`src/rtl/plateau_pkg.sv`:
```
package plateau_pkg;

  typedef enum logic [1:0] {
    LVL_OFF     = 2'b00,
    LVL_PLATEAU = 2'b01,
    LVL_ON      = 2'b10
  } gateLvl_e;

  typedef enum logic [2:0] {
    ST_OFF,
    ST_DISCH,
    ST_CHARGE,
    ST_ON,
    ST_OFFDLY,
    ST_PLATEAU
  } seqState_e;

  typedef enum logic [1:0] {
    DLY_DISCH,
    DLY_CMD,
    DLY_FAULT
  } dlySel_e;

  // strobes from control to datapath
  typedef struct packed {
    logic    clrTick;
    logic    clrMeas;
    logic    measEn;
    logic    storeHold;
    logic    clrPl;
    logic    plEn;
    logic    loadDly;
    dlySel_e dlySel;
    logic    decDly;
    logic    incRing;
    logic    clrRing;
  } dpCmd_t;

  // status from datapath to control
  typedef struct packed {
    logic dlyZero;
    logic plDone;
    logic measSat;
    logic ringFull;
  } dpStat_t;

endpackage

```
`src/rtl/plateau_seq_dp.sv`:
```
module plateau_seq_dp
  import plateau_pkg::*;
#(
  parameter int TICK_CYCLES      = 1,
  parameter int DISCH_CYCLES     = 10,
  parameter int CMD_DLY_CYCLES   = 4,
  parameter int FAULT_DLY_CYCLES = 5,
  parameter int HOLD_W           = 8,
  parameter int RING_LIMIT       = 3
) (
  input  logic    clk,
  input  logic    rstN,
  input  dpCmd_t  cmd,
  output dpStat_t stat
);

  localparam int PRE_W    = (TICK_CYCLES > 1) ? $clog2(TICK_CYCLES) : 1;
  localparam int DLY_MAX0 = (DISCH_CYCLES > CMD_DLY_CYCLES) ? DISCH_CYCLES : CMD_DLY_CYCLES;
  localparam int DLY_MAX  = (DLY_MAX0 > FAULT_DLY_CYCLES) ? DLY_MAX0 : FAULT_DLY_CYCLES;
  localparam int DLY_W    = $clog2(DLY_MAX + 1);
  localparam int RING_W   = $clog2(RING_LIMIT + 1);
  localparam logic [PRE_W-1:0]  PRE_LAST  = PRE_W'(TICK_CYCLES - 1);
  localparam logic [HOLD_W-1:0] HOLD_MAX  = {HOLD_W{1'b1}};
  localparam logic [RING_W-1:0] RING_TOP  = RING_W'(RING_LIMIT);

  logic [PRE_W-1:0]  preCnt;
  logic              tick;
  logic [HOLD_W-1:0] measCnt;
  logic [HOLD_W-1:0] holdReg;
  logic [HOLD_W-1:0] plCnt;
  logic [DLY_W-1:0]  dlyCnt;
  logic [DLY_W-1:0]  dlyInit;
  logic [RING_W-1:0] ringCnt;

  // tick prescaler, phase restarted at each measured or replayed interval
  always_ff @(posedge clk or negedge rstN) begin
    if (!rstN)                preCnt <= '0;
    else if (cmd.clrTick)     preCnt <= '0;
    else if (preCnt == PRE_LAST) preCnt <= '0;
    else                      preCnt <= preCnt + 1'b1;
  end
  assign tick = (preCnt == PRE_LAST);

  // live measurement of the turn-on delay, saturating
  always_ff @(posedge clk or negedge rstN) begin
    if (!rstN)                              measCnt <= '0;
    else if (cmd.clrMeas)                   measCnt <= '0;
    else if (cmd.measEn && tick && !stat.measSat) measCnt <= measCnt + 1'b1;
  end
  assign stat.measSat = (measCnt == HOLD_MAX);

  // stored hold time
  always_ff @(posedge clk or negedge rstN) begin
    if (!rstN)              holdReg <= '0;
    else if (cmd.storeHold) holdReg <= measCnt;
  end

  // plateau replay counter
  always_ff @(posedge clk or negedge rstN) begin
    if (!rstN)                                  plCnt <= '0;
    else if (cmd.clrPl)                         plCnt <= '0;
    else if (cmd.plEn && tick && plCnt != HOLD_MAX) plCnt <= plCnt + 1'b1;
  end
  assign stat.plDone = (plCnt >= holdReg);

  // shared cycle delay counter for discharge window and off delays
  always_comb begin
    case (cmd.dlySel)
      DLY_CMD:   dlyInit = DLY_W'(CMD_DLY_CYCLES - 1);
      DLY_FAULT: dlyInit = DLY_W'(FAULT_DLY_CYCLES - 1);
      default:   dlyInit = DLY_W'(DISCH_CYCLES - 1);
    endcase
  end

  always_ff @(posedge clk or negedge rstN) begin
    if (!rstN)                           dlyCnt <= '0;
    else if (cmd.loadDly)                dlyCnt <= dlyInit;
    else if (cmd.decDly && dlyCnt != '0) dlyCnt <= dlyCnt - 1'b1;
  end
  assign stat.dlyZero = (dlyCnt == '0);

  // consecutive plateau-to-on return counter
  always_ff @(posedge clk or negedge rstN) begin
    if (!rstN)                             ringCnt <= '0;
    else if (cmd.clrRing)                  ringCnt <= '0;
    else if (cmd.incRing && !stat.ringFull) ringCnt <= ringCnt + 1'b1;
  end
  assign stat.ringFull = (ringCnt == RING_TOP);

  AST_MEAS_MONOTONIC: assert property (@(posedge clk) disable iff (!rstN)
    (cmd.measEn && !cmd.clrMeas) |=> (measCnt >= $past(measCnt)));

  AST_PLATEAU_BOUND: assert property (@(posedge clk) disable iff (!rstN)
    cmd.plEn |-> (plCnt <= holdReg));

  AST_RING_CAP: assert property (@(posedge clk) disable iff (!rstN)
    cmd.incRing |-> !stat.ringFull);

  AST_STORE_NOT_IN_PLATEAU: assert property (@(posedge clk) disable iff (!rstN)
    cmd.plEn |=> $stable(holdReg));

endmodule

```
`src/rtl/plateau_seq_ctrl.sv`:
```
module plateau_seq_ctrl
  import plateau_pkg::*;
(
  input  logic       clk,
  input  logic       rstN,
  input  logic       gateReq,
  input  logic       faultOff,
  input  logic       rampDone,
  input  dpStat_t    stat,
  output dpCmd_t     cmd,
  output logic [1:0] gateLevel,
  output logic       dischargeEn
);

  seqState_e state, nextState;
  logic      armed;
  logic      faultLatched;
  gateLvl_e  lvl;

  always_ff @(posedge clk or negedge rstN) begin
    if (!rstN) state <= ST_OFF;
    else       state <= nextState;
  end

  // a new turn-on needs the request seen low since the last off entry
  always_ff @(posedge clk or negedge rstN) begin
    if (!rstN)          armed <= 1'b0;
    else if (!gateReq)  armed <= 1'b1;
    else if (state != nextState && (state == ST_OFF || nextState == ST_OFF))
                        armed <= 1'b0;
  end

  // a fault seen after switch-on forces the plateau to end in full off
  always_ff @(posedge clk or negedge rstN) begin
    if (!rstN)                   faultLatched <= 1'b0;
    else if (nextState == ST_OFF) faultLatched <= 1'b0;
    else if (faultOff && (state == ST_ON || state == ST_OFFDLY || state == ST_PLATEAU))
                                 faultLatched <= 1'b1;
  end

  always_comb begin
    cmd       = '0;
    nextState = state;
    case (state)
      ST_OFF: begin
        cmd.clrRing = 1'b1;
        if (armed && gateReq && !faultOff) begin
          nextState   = ST_DISCH;
          cmd.clrTick = 1'b1;
          cmd.clrMeas = 1'b1;
          cmd.loadDly = 1'b1;
          cmd.dlySel  = DLY_DISCH;
        end
      end
      ST_DISCH: begin
        cmd.measEn = 1'b1;
        cmd.decDly = 1'b1;
        if (!gateReq || faultOff) nextState = ST_OFF;
        else if (stat.dlyZero)    nextState = ST_CHARGE;
      end
      ST_CHARGE: begin
        cmd.measEn = 1'b1;
        if (!gateReq || faultOff) nextState = ST_OFF;
        else if (rampDone || stat.measSat) begin
          nextState     = ST_ON;
          cmd.storeHold = 1'b1;
        end
      end
      ST_ON: begin
        if (faultOff) begin
          nextState   = ST_OFFDLY;
          cmd.loadDly = 1'b1;
          cmd.dlySel  = DLY_FAULT;
        end else if (!gateReq) begin
          nextState   = ST_OFFDLY;
          cmd.loadDly = 1'b1;
          cmd.dlySel  = DLY_CMD;
        end
      end
      ST_OFFDLY: begin
        cmd.decDly = 1'b1;
        if (stat.dlyZero) begin
          nextState   = ST_PLATEAU;
          cmd.clrTick = 1'b1;
          cmd.clrPl   = 1'b1;
        end
      end
      ST_PLATEAU: begin
        cmd.plEn = 1'b1;
        if (stat.plDone) begin
          if (gateReq && !faultOff && !faultLatched && !stat.ringFull) begin
            nextState   = ST_ON;
            cmd.incRing = 1'b1;
          end else begin
            nextState = ST_OFF;
          end
        end
      end
      default: nextState = ST_OFF;
    endcase
  end

  always_comb begin
    case (state)
      ST_ON, ST_OFFDLY: lvl = LVL_ON;
      ST_PLATEAU:       lvl = LVL_PLATEAU;
      default:          lvl = LVL_OFF;
    endcase
  end

  assign gateLevel   = lvl;
  assign dischargeEn = (state == ST_DISCH);

  AST_ARMED_START: assert property (@(posedge clk) disable iff (!rstN)
    (state == ST_DISCH && $past(state) == ST_OFF) |->
      ($past(armed) && $past(gateReq) && !$past(faultOff)));

  AST_ON_ENTRY: assert property (@(posedge clk) disable iff (!rstN)
    (state == ST_ON && $past(state) != ST_ON) |->
      ($past(state) == ST_CHARGE || $past(state) == ST_PLATEAU));

  AST_PLATEAU_ENTRY: assert property (@(posedge clk) disable iff (!rstN)
    (state == ST_PLATEAU && $past(state) != ST_PLATEAU) |->
      ($past(state) == ST_OFFDLY));

  AST_FAULT_NO_RETURN: assert property (@(posedge clk) disable iff (!rstN)
    (state == ST_PLATEAU && faultOff) |=> (state != ST_ON));

  AST_SHORT_ON_ABORT: assert property (@(posedge clk) disable iff (!rstN)
    ((state == ST_DISCH || state == ST_CHARGE) && !gateReq) |=> (state == ST_OFF));

  AST_FAULT_ABORT: assert property (@(posedge clk) disable iff (!rstN)
    ((state == ST_DISCH || state == ST_CHARGE) && faultOff) |=> (gateLevel == 2'b00));

endmodule

```
`src/rtl/plateau_off_seq.sv`:
```
module plateau_off_seq
  import plateau_pkg::*;
#(
  parameter int TICK_CYCLES      = 1,
  parameter int DISCH_CYCLES     = 10,
  parameter int CMD_DLY_CYCLES   = 4,
  parameter int FAULT_DLY_CYCLES = 5,
  parameter int HOLD_W           = 8,
  parameter int RING_LIMIT       = 3
) (
  input  logic       clk,
  input  logic       rstN,
  input  logic       gateReq,
  input  logic       faultOff,
  input  logic       rampDone,
  output logic [1:0] gateLevel,
  output logic       dischargeEn
);

  dpCmd_t  cmd;
  dpStat_t stat;

  plateau_seq_ctrl ctrl_i (
    .clk         (clk),
    .rstN        (rstN),
    .gateReq     (gateReq),
    .faultOff    (faultOff),
    .rampDone    (rampDone),
    .stat        (stat),
    .cmd         (cmd),
    .gateLevel   (gateLevel),
    .dischargeEn (dischargeEn)
  );

  plateau_seq_dp #(
    .TICK_CYCLES      (TICK_CYCLES),
    .DISCH_CYCLES     (DISCH_CYCLES),
    .CMD_DLY_CYCLES   (CMD_DLY_CYCLES),
    .FAULT_DLY_CYCLES (FAULT_DLY_CYCLES),
    .HOLD_W           (HOLD_W),
    .RING_LIMIT       (RING_LIMIT)
  ) dp_i (
    .clk  (clk),
    .rstN (rstN),
    .cmd  (cmd),
    .stat (stat)
  );

endmodule

```
`config.mk`:
```
export PLATFORM = sky130hd
export DESIGN_NAME = plateau_off_seq
export DESIGN_NICKNAME = d
export VERILOG_FILES = /design/src/rtl/plateau_pkg.sv /design/src/rtl/plateau_seq_dp.sv /design/src/rtl/plateau_seq_ctrl.sv /design/src/rtl/plateau_off_seq.sv
export SDC_FILE = /design/constraint.sdc
export NUM_CORES = 1
export LEC_CHECK = 0
export BUFFER_PORTS_ARGS = -buffer_cell sky130_fd_sc_hd__buf_2
export CORE_AREA = 2 2 66 68
export DETAILED_ROUTE_END_ITERATION = 10
export DIE_AREA = 0 0 68 70
export PLACE_DENSITY = 0.81
export SKIP_LAST_GASP = 1
export SYNTH_ARGS = -nofsm -noshare
export SYNTH_HDL_FRONTEND = slang
export SYNTH_SLANG_ARGS = --single-unit
```
`constraint.sdc`:
```
create_clock -name clk -period 1.8 [get_ports clk]
set_clock_uncertainty 0.15 [all_clocks]
set_input_delay 0.36 -clock clk [delete_from_list [all_inputs] [get_ports clk]]
set_output_delay 0.36 -clock clk [all_outputs]
set_load 0.01 [all_outputs]
```
Yosys cells after proc, flatten, opt, wreduce, memory -nomap -nowiden
Index checks and enable logic that the tools add are counted.

Word-level logic and storage cells: 109. Input port bits: 5. Register bits: 36. Output and inout bits: 3.

Muxes and demuxes: 46. $lt $le $gt $ge: 1. Bitwise logic cells: 1. Add/subtract/negate cells: 5. Reduce and logical (&&, ||, !) cells: 35. Equal/unequal tests: 12.

Operators with widths (count): 3-bit two-way mux (12); 8-bit two-way mux (4); 1-bit two-way mux (19); 3-bit one-hot mux with 6 select lines (1); 8-bit by 1-bit adder with 8-bit output, second input constant (2); 1-bit logical AND (13); 2-bit nonzero test (5); 8-bit == test, second input constant (1); 8-bit greater-or-equal comparator (1); 2-bit two-way mux (4); 4-bit two-way mux (2); 8-bit inequality test, second input constant (1); 4-bit one-hot mux with 2 select lines (1); 3-bit by 2-bit == test with 1-bit output, second input constant (2); 3-bit == test, second input constant (2); 3-bit logical NOT (2); 3-bit one-hot mux with 2 select lines (1); 2-bit OR reduction (3); 1-bit logical NOT (5); 1-bit logical OR (5); 2-bit == test, second input constant (2); 4-bit logical NOT (1); 2-bit one-hot mux with 2 select lines (1); 4-bit nonzero test (1); other kinds (9) (9).

Longest topological paths before layout
Word-level depth: 12. Depth in mapped cells: 8. Depth with buffers taken out: 8.

Cells and area by module
A second synthesis with hierarchy kept.

Cell total of the unflattened synthesis: 234. Area total of the unflattened synthesis: 2158.3 µm².

By module, submodules not included: plateau_seq_dp (seq. area each 750.7 µm², area an instance 1674.1 µm², instances 1, cells an instance 172); plateau_seq_ctrl (seq. area each 125.1 µm², area an instance 484.2 µm², instances 1, cells an instance 62).

Worst setup path before layout
Ideal clock, no wire load.

Path kind: reg-to-reg. From: register dp_i.plCnt[2]. To: register ctrl_i.armed. Path slack: -0.201 ns. Data required time: 1.521 ns. Period minus slack after synthesis: 2.001 ns. Setup time: 0.129 ns. Buffers on the path: 0. Cell stages (with the launch flop): 8. Arrival time: 1.722 ns. Cells stage by stage: dfrtp_1 -> ha_1 -> and3_1 -> o21ai_1 -> a31oi_1 -> o21a_1 -> and4bb_1 -> o221ai_2.

Word-level cells in the longest chain between the ends: 7. Elaborated cells on any way between the ends: 8. Classes of those cells: order compare: 1; eq/ne: 2; mux: 2; reduce/logical: 3.

RTL lines: start, declared (RTL line plateau_seq_dp.sv:30) `logic [HOLD_W-1:0] plCnt;`; start signal, assigned (RTL line plateau_seq_dp.sv:62) `else if (cmd.plEn && tick && plCnt != HOLD_MAX) plCnt <= plCnt + 1'b1;`; 8-bit greater-or-equal comparator * (RTL line plateau_seq_dp.sv:64) `assign stat.plDone = (plCnt >= holdReg);`; 3-bit two-way mux * (RTL line plateau_seq_ctrl.sv:90) `if (stat.plDone) begin`; 3-bit one-hot mux with 6 select lines * (RTL line plateau_seq_ctrl.sv:44) `case (state)`; 3-bit logical NOT (RTL line plateau_seq_ctrl.sv:29) `else if (state != nextState && (state == ST_OFF || nextState == ST_OFF))`; 1-bit logical OR (RTL line plateau_seq_ctrl.sv:29); 1-bit logical AND * (RTL line plateau_seq_ctrl.sv:29); 2-bit by 1-bit inequality test with 1-bit output (no line) *; end signal, assigned (RTL line plateau_seq_ctrl.sv:27) `if (!rstN) armed <= 1'b0;`; end signal, assigned (RTL line plateau_seq_ctrl.sv:28) `else if (!gateReq) armed <= 1'b1;`; end signal, assigned (RTL line plateau_seq_ctrl.sv:30) `armed <= 1'b0;`; end, declared (RTL line plateau_seq_ctrl.sv:16) `logic armed;`.

Every way passes the cells marked *; elsewhere a longest branch is shown, timed or not. A chain may end at the register's enable or synchronous reset.

Final worst setup path
From: register dp_i.plCnt[7]. To: register ctrl_i.armed.

Word-level cells in the longest chain between the ends: 7. Elaborated cells on any way between the ends: 8. Classes of those cells: order compare: 1; eq/ne: 2; mux: 2; reduce/logical: 3.

RTL lines: 8-bit greater-or-equal comparator * (RTL line plateau_seq_dp.sv:64); 3-bit two-way mux * (RTL line plateau_seq_ctrl.sv:90); 3-bit one-hot mux with 6 select lines * (RTL line plateau_seq_ctrl.sv:44); named net ctrl_i.nextState[2] (RTL line plateau_seq_ctrl.sv:15) `seqState_e state, nextState;`; 3-bit logical NOT (RTL line plateau_seq_ctrl.sv:29); 1-bit logical OR (RTL line plateau_seq_ctrl.sv:29); 1-bit logical AND * (RTL line plateau_seq_ctrl.sv:29); 2-bit by 1-bit inequality test with 1-bit output (no line) *.

The timed path passes the listed nets; every way through them passes the cells marked *.

==> reports/metrics.csv <==
metric,value,unit
number of flops mapped to enable cells by yosys,0,
Tmin final,2.20,ns
slowest CP cell,dfrtp_1,
"CTS clk-pin slew, worst paths",0.07,ns
sequential share of power,0.574,
register area share after synthesis,0.408,
register-to-register setup slack,-0.40,ns
row count,24,
H-tree Lvls,2,
Logic pwr share,0.027,
area growth from synthesis to layout,53.4,%
Syn Area/Cell,9.80,um^2
total power,1.37,mW
Worst Hold Class,primary input to flip-flop,
Setup crit end kind,flip-flop,
Initial Util,0.518,
status,"complete, but fails checks",
met2 GRT Util,0.519,
total leakage power,1.55,nW
antenna fix cells,0,
via count,2099,
"critical path fanouts, max",3,
crit-path cells,ha_1 -> a21oi_1 -> o21ai_1 -> or2_2 -> o21ai_4 -> and4bb_1 -> o221ai_2,
met3 Use GR,0.0435,
worst r2r src,dp_i.plCnt[7]$_DFFE_PN0P_,
layout cells sized above 1,0.498,
worst stage delay on the critical path,0.40,ns
GRT Util Overall,0.290,
async set-reset flop share out of synthesis,1.00,
pwr/cell area,416,nW/um^2
Worst Hold Slack,0.249,ns
Die Ht,70,um
data arrival time of the worst path,2.27,ns
Die ar.,4760,um^2
Switch Pwr,314,uW
Switching Fraction,0.229,
Critical path origin,dp_i.plCnt[7]$_DFFE_PN0P_,
Core Footprint,4140,um^2
final setup violation count,24,
fin. max-slew vios,0,
violated checks,setup timing,
CTS tree,built,
chip width,68,um
share of the cycle needed by the critical path after routing,1.22,
hold path start,gateReq,
yosys warns,0,
RSZ-0062 raised after global routing,true,
Pre-antenna DRT Iters,4,
Hold Crit Depth,3,
CTS Sinks,35,
Post-Layout Inst Area,3290,um^2
first-pass GRT wire length,10200,um
Hold EP,ctrl_i.armed$_DFFE_PN0P_,
fmax,455,MHz
Final nets,336,
top_reg_cell synth,dfrtp_1,
Final WS setup,-0.400,ns
routed wire length,7160,um
WL/cell,19.5,um
GRT Max-Usage Layer,met2,
DRT antenna net count,0,
CTS Buf Count,5,
number of global-route vias before repair,2088,
Skew-Pair Late Insertion Delay,0.30,ns
peak supply drop,0.417,mV
Starting DRT DRC Count,154,
vias per cell,5.72,
Cells after Synth,219,
DRC Markers,0,
CP startpoint kind,flip-flop,
"Hold Vio Cnt, Final",0,
Routability Congestion,0.897,
maxcap violations,0,
reg2reg end,ctrl_i.armed$_DFFE_PN0P_,
Least-Margin Pin Slew,0.473,ns
Yosys cell types,49,
R2R depth,7,
clock power share,0.399,
CP required,1.87,ns
DP Area,2720,um^2
"Cell Area, Synth",2150,um^2
IO Pins,8,
DPL Wire Length,3760,um
Clock Path Buffers,2,
initial antenna violation count,0,
fillers,232,
gr ovfl total,0,
internal power,1.06,mW
Post-Syn Nets,239,
met1 Track Usage GR,0.333,
port bufs,7,
final core occ,0.794,
Crit Path Class,flip-flop to flip-flop,
CTS root buffer,clkbuf_8,
slew margin rel.,0.685,
largest net degree at the start of global routing,36,
#FFs+latches synth,35,
==> through the flow <==
step	setup TNS (ns)	setup WS (ns)	cells
floorplan	-0.376	-0.172	219
global placement	-1.04	-0.213	333
detailed placement	-3.06	-0.368	333
CTS	-1.88	-0.287	355
global route	-5.05	-0.449	367
finish	-3.39	-0.400	367
==> metal layers <==
metal	vias to the layer above	part of all wire
met4	0	0.038
li1	952	-
met5	-	0
met1	1026	0.36
met2	94	0.54
met3	27	0.058
==> what timing repair did <==
item | in CTS | in global routing
cloned | 0 | 1
gates resized for setup | 34 | 36
endpoints found under the hold margin | 35 | 0
setup endpoints to repair | 28 | 34
setup buffers | 15 | 13
pin swaps | 14 | 23
hold buffers | 1 | 0
==> synth_stat cells, drive strengths merged, types with 3 or more instances <==
master	instances	area, um^2
dfrtp	35	876
nor2	22	85.1
nand2	17	63.8
inv	16	60.1
o21ai	16	80.1
ha	15	188
xor2	10	87.6
a21oi	7	38.8
nand4	7	58.8
xnor2	7	61.3
buf	6	37.5
and3	5	31.3
nand3	5	25.0
mux2	4	45.0
mux2i	4	40.0
nand2b	4	27.5
nor3	4	25.0
a31oi	3	18.8
nor2b	3	18.8
o211ai	3	22.5
or3	3	18.8
==> area by class of cell <==
cell class	instances	area, um^2	area share
repair buffers	98	825	0.251
inverters	16	62.6	0.0190
multi-input cells	160	1390	0.422
flip-flops and latches	35	878	0.267
clock buffers	6	72.6	0.0221
well taps	52	65.1	0.0198
==> worst max-delay path, delay by kind of cell (launching register included) <==
family                   cells  cell delay (ns)
flip-flops                   1             0.40
adder cells (fa/ha/maj)      1             0.36
AO/OA/AOI/OAI                4             0.62
AND/OR/NAND/NOR              2             0.59
==> power groups by stage <==
| stage | clock (mW) | sequential (mW) | combinational, mW |
|---|---|---|---|
| after floorplan | 0 | 0.801 | 0.00373 |
| after global placement | 0 | 0.801 | 0.0335 |
| after detailed placement | 0 | 0.801 | 0.0340 |
| after CTS | 0.542 | 0.786 | 0.0361 |
| after global routing | 0.584 | 0.786 | 0.0418 |
| final | 0.546 | 0.786 | 0.0372 |
==> cell families (layout without fill, tap and decap cells) <==
group,after synthesis,count (layout),synth area share
XOR/XNOR,17,17,0.0694
flip-flops,35,35,0.408
multiplexers,8,8,0.0396
AO/OA/AOI/OAI,40,40,0.136
adder cells (fa/ha/maj),15,15,0.0875
AND/OR/NAND/NOR,80,80,0.211
buffers and inverters,24,120,0.0490
==> how the worst max path moves through the flow <==
stage | endpoint | slack, ns | depth (start not counted)
after floorplan | ctrl_i.armed$_DFFE_PN0P_ | -0.17 | 8
after global placement | ctrl_i.armed$_DFFE_PN0P_ | -0.21 | 9
after detailed placement | ctrl_i.armed$_DFFE_PN0P_ | -0.37 | 8
after CTS | ctrl_i.armed$_DFFE_PN0P_ | -0.29 | 8
after global routing | ctrl_i.armed$_DFFE_PN0P_ | -0.45 | 7
final | ctrl_i.armed$_DFFE_PN0P_ | -0.40 | 7
==> state kept, by name (all words and copies together) (netlist names) <==
| register | flops |
|---|---|
| dp_i.ringCnt | 2 |
| dp_i.dlyCnt | 4 |
| dp_i.plCnt | 8 |
| ctrl_i.state | 3 |
| dp_i.holdReg | 8 |
| ctrl_i.faultLatched | 1 |
| dp_i.measCnt | 8 |
| ctrl_i.armed | 1 |
==> layout by cell type, fill, tap and decap left out, types with 2 or more instances in the layout <==
| cell type | instances |
|---|---|
| mux2_2 | 3 |
| xor2_1 | 9 |
| xnor2_1 | 5 |
| nor2_1 | 20 |
| nor2_4 | 2 |
| nand4_1 | 6 |
| and3_1 | 2 |
| ha_1 | 10 |
| inv_1 | 9 |
| and3_4 | 2 |
| o21ai_1 | 8 |
| mux2i_1 | 4 |
| clkbuf_8 | 5 |
| buf_6 | 17 |
| nand2b_1 | 2 |
| o21ai_2 | 2 |
| xnor2_2 | 2 |
| nand3_1 | 4 |
| o21ai_0 | 5 |
| nand2_1 | 15 |
| inv_2 | 6 |
| buf_2 | 6 |
| a31oi_1 | 2 |
| dfrtp_1 | 33 |
| a21oi_1 | 5 |
| ha_4 | 4 |
| or3_4 | 2 |
| nor2b_4 | 2 |
| o211ai_1 | 3 |
| buf_4 | 71 |
| dfrtp_2 | 2 |
| nor3_1 | 2 |
(Power assumes the default switching activity.)
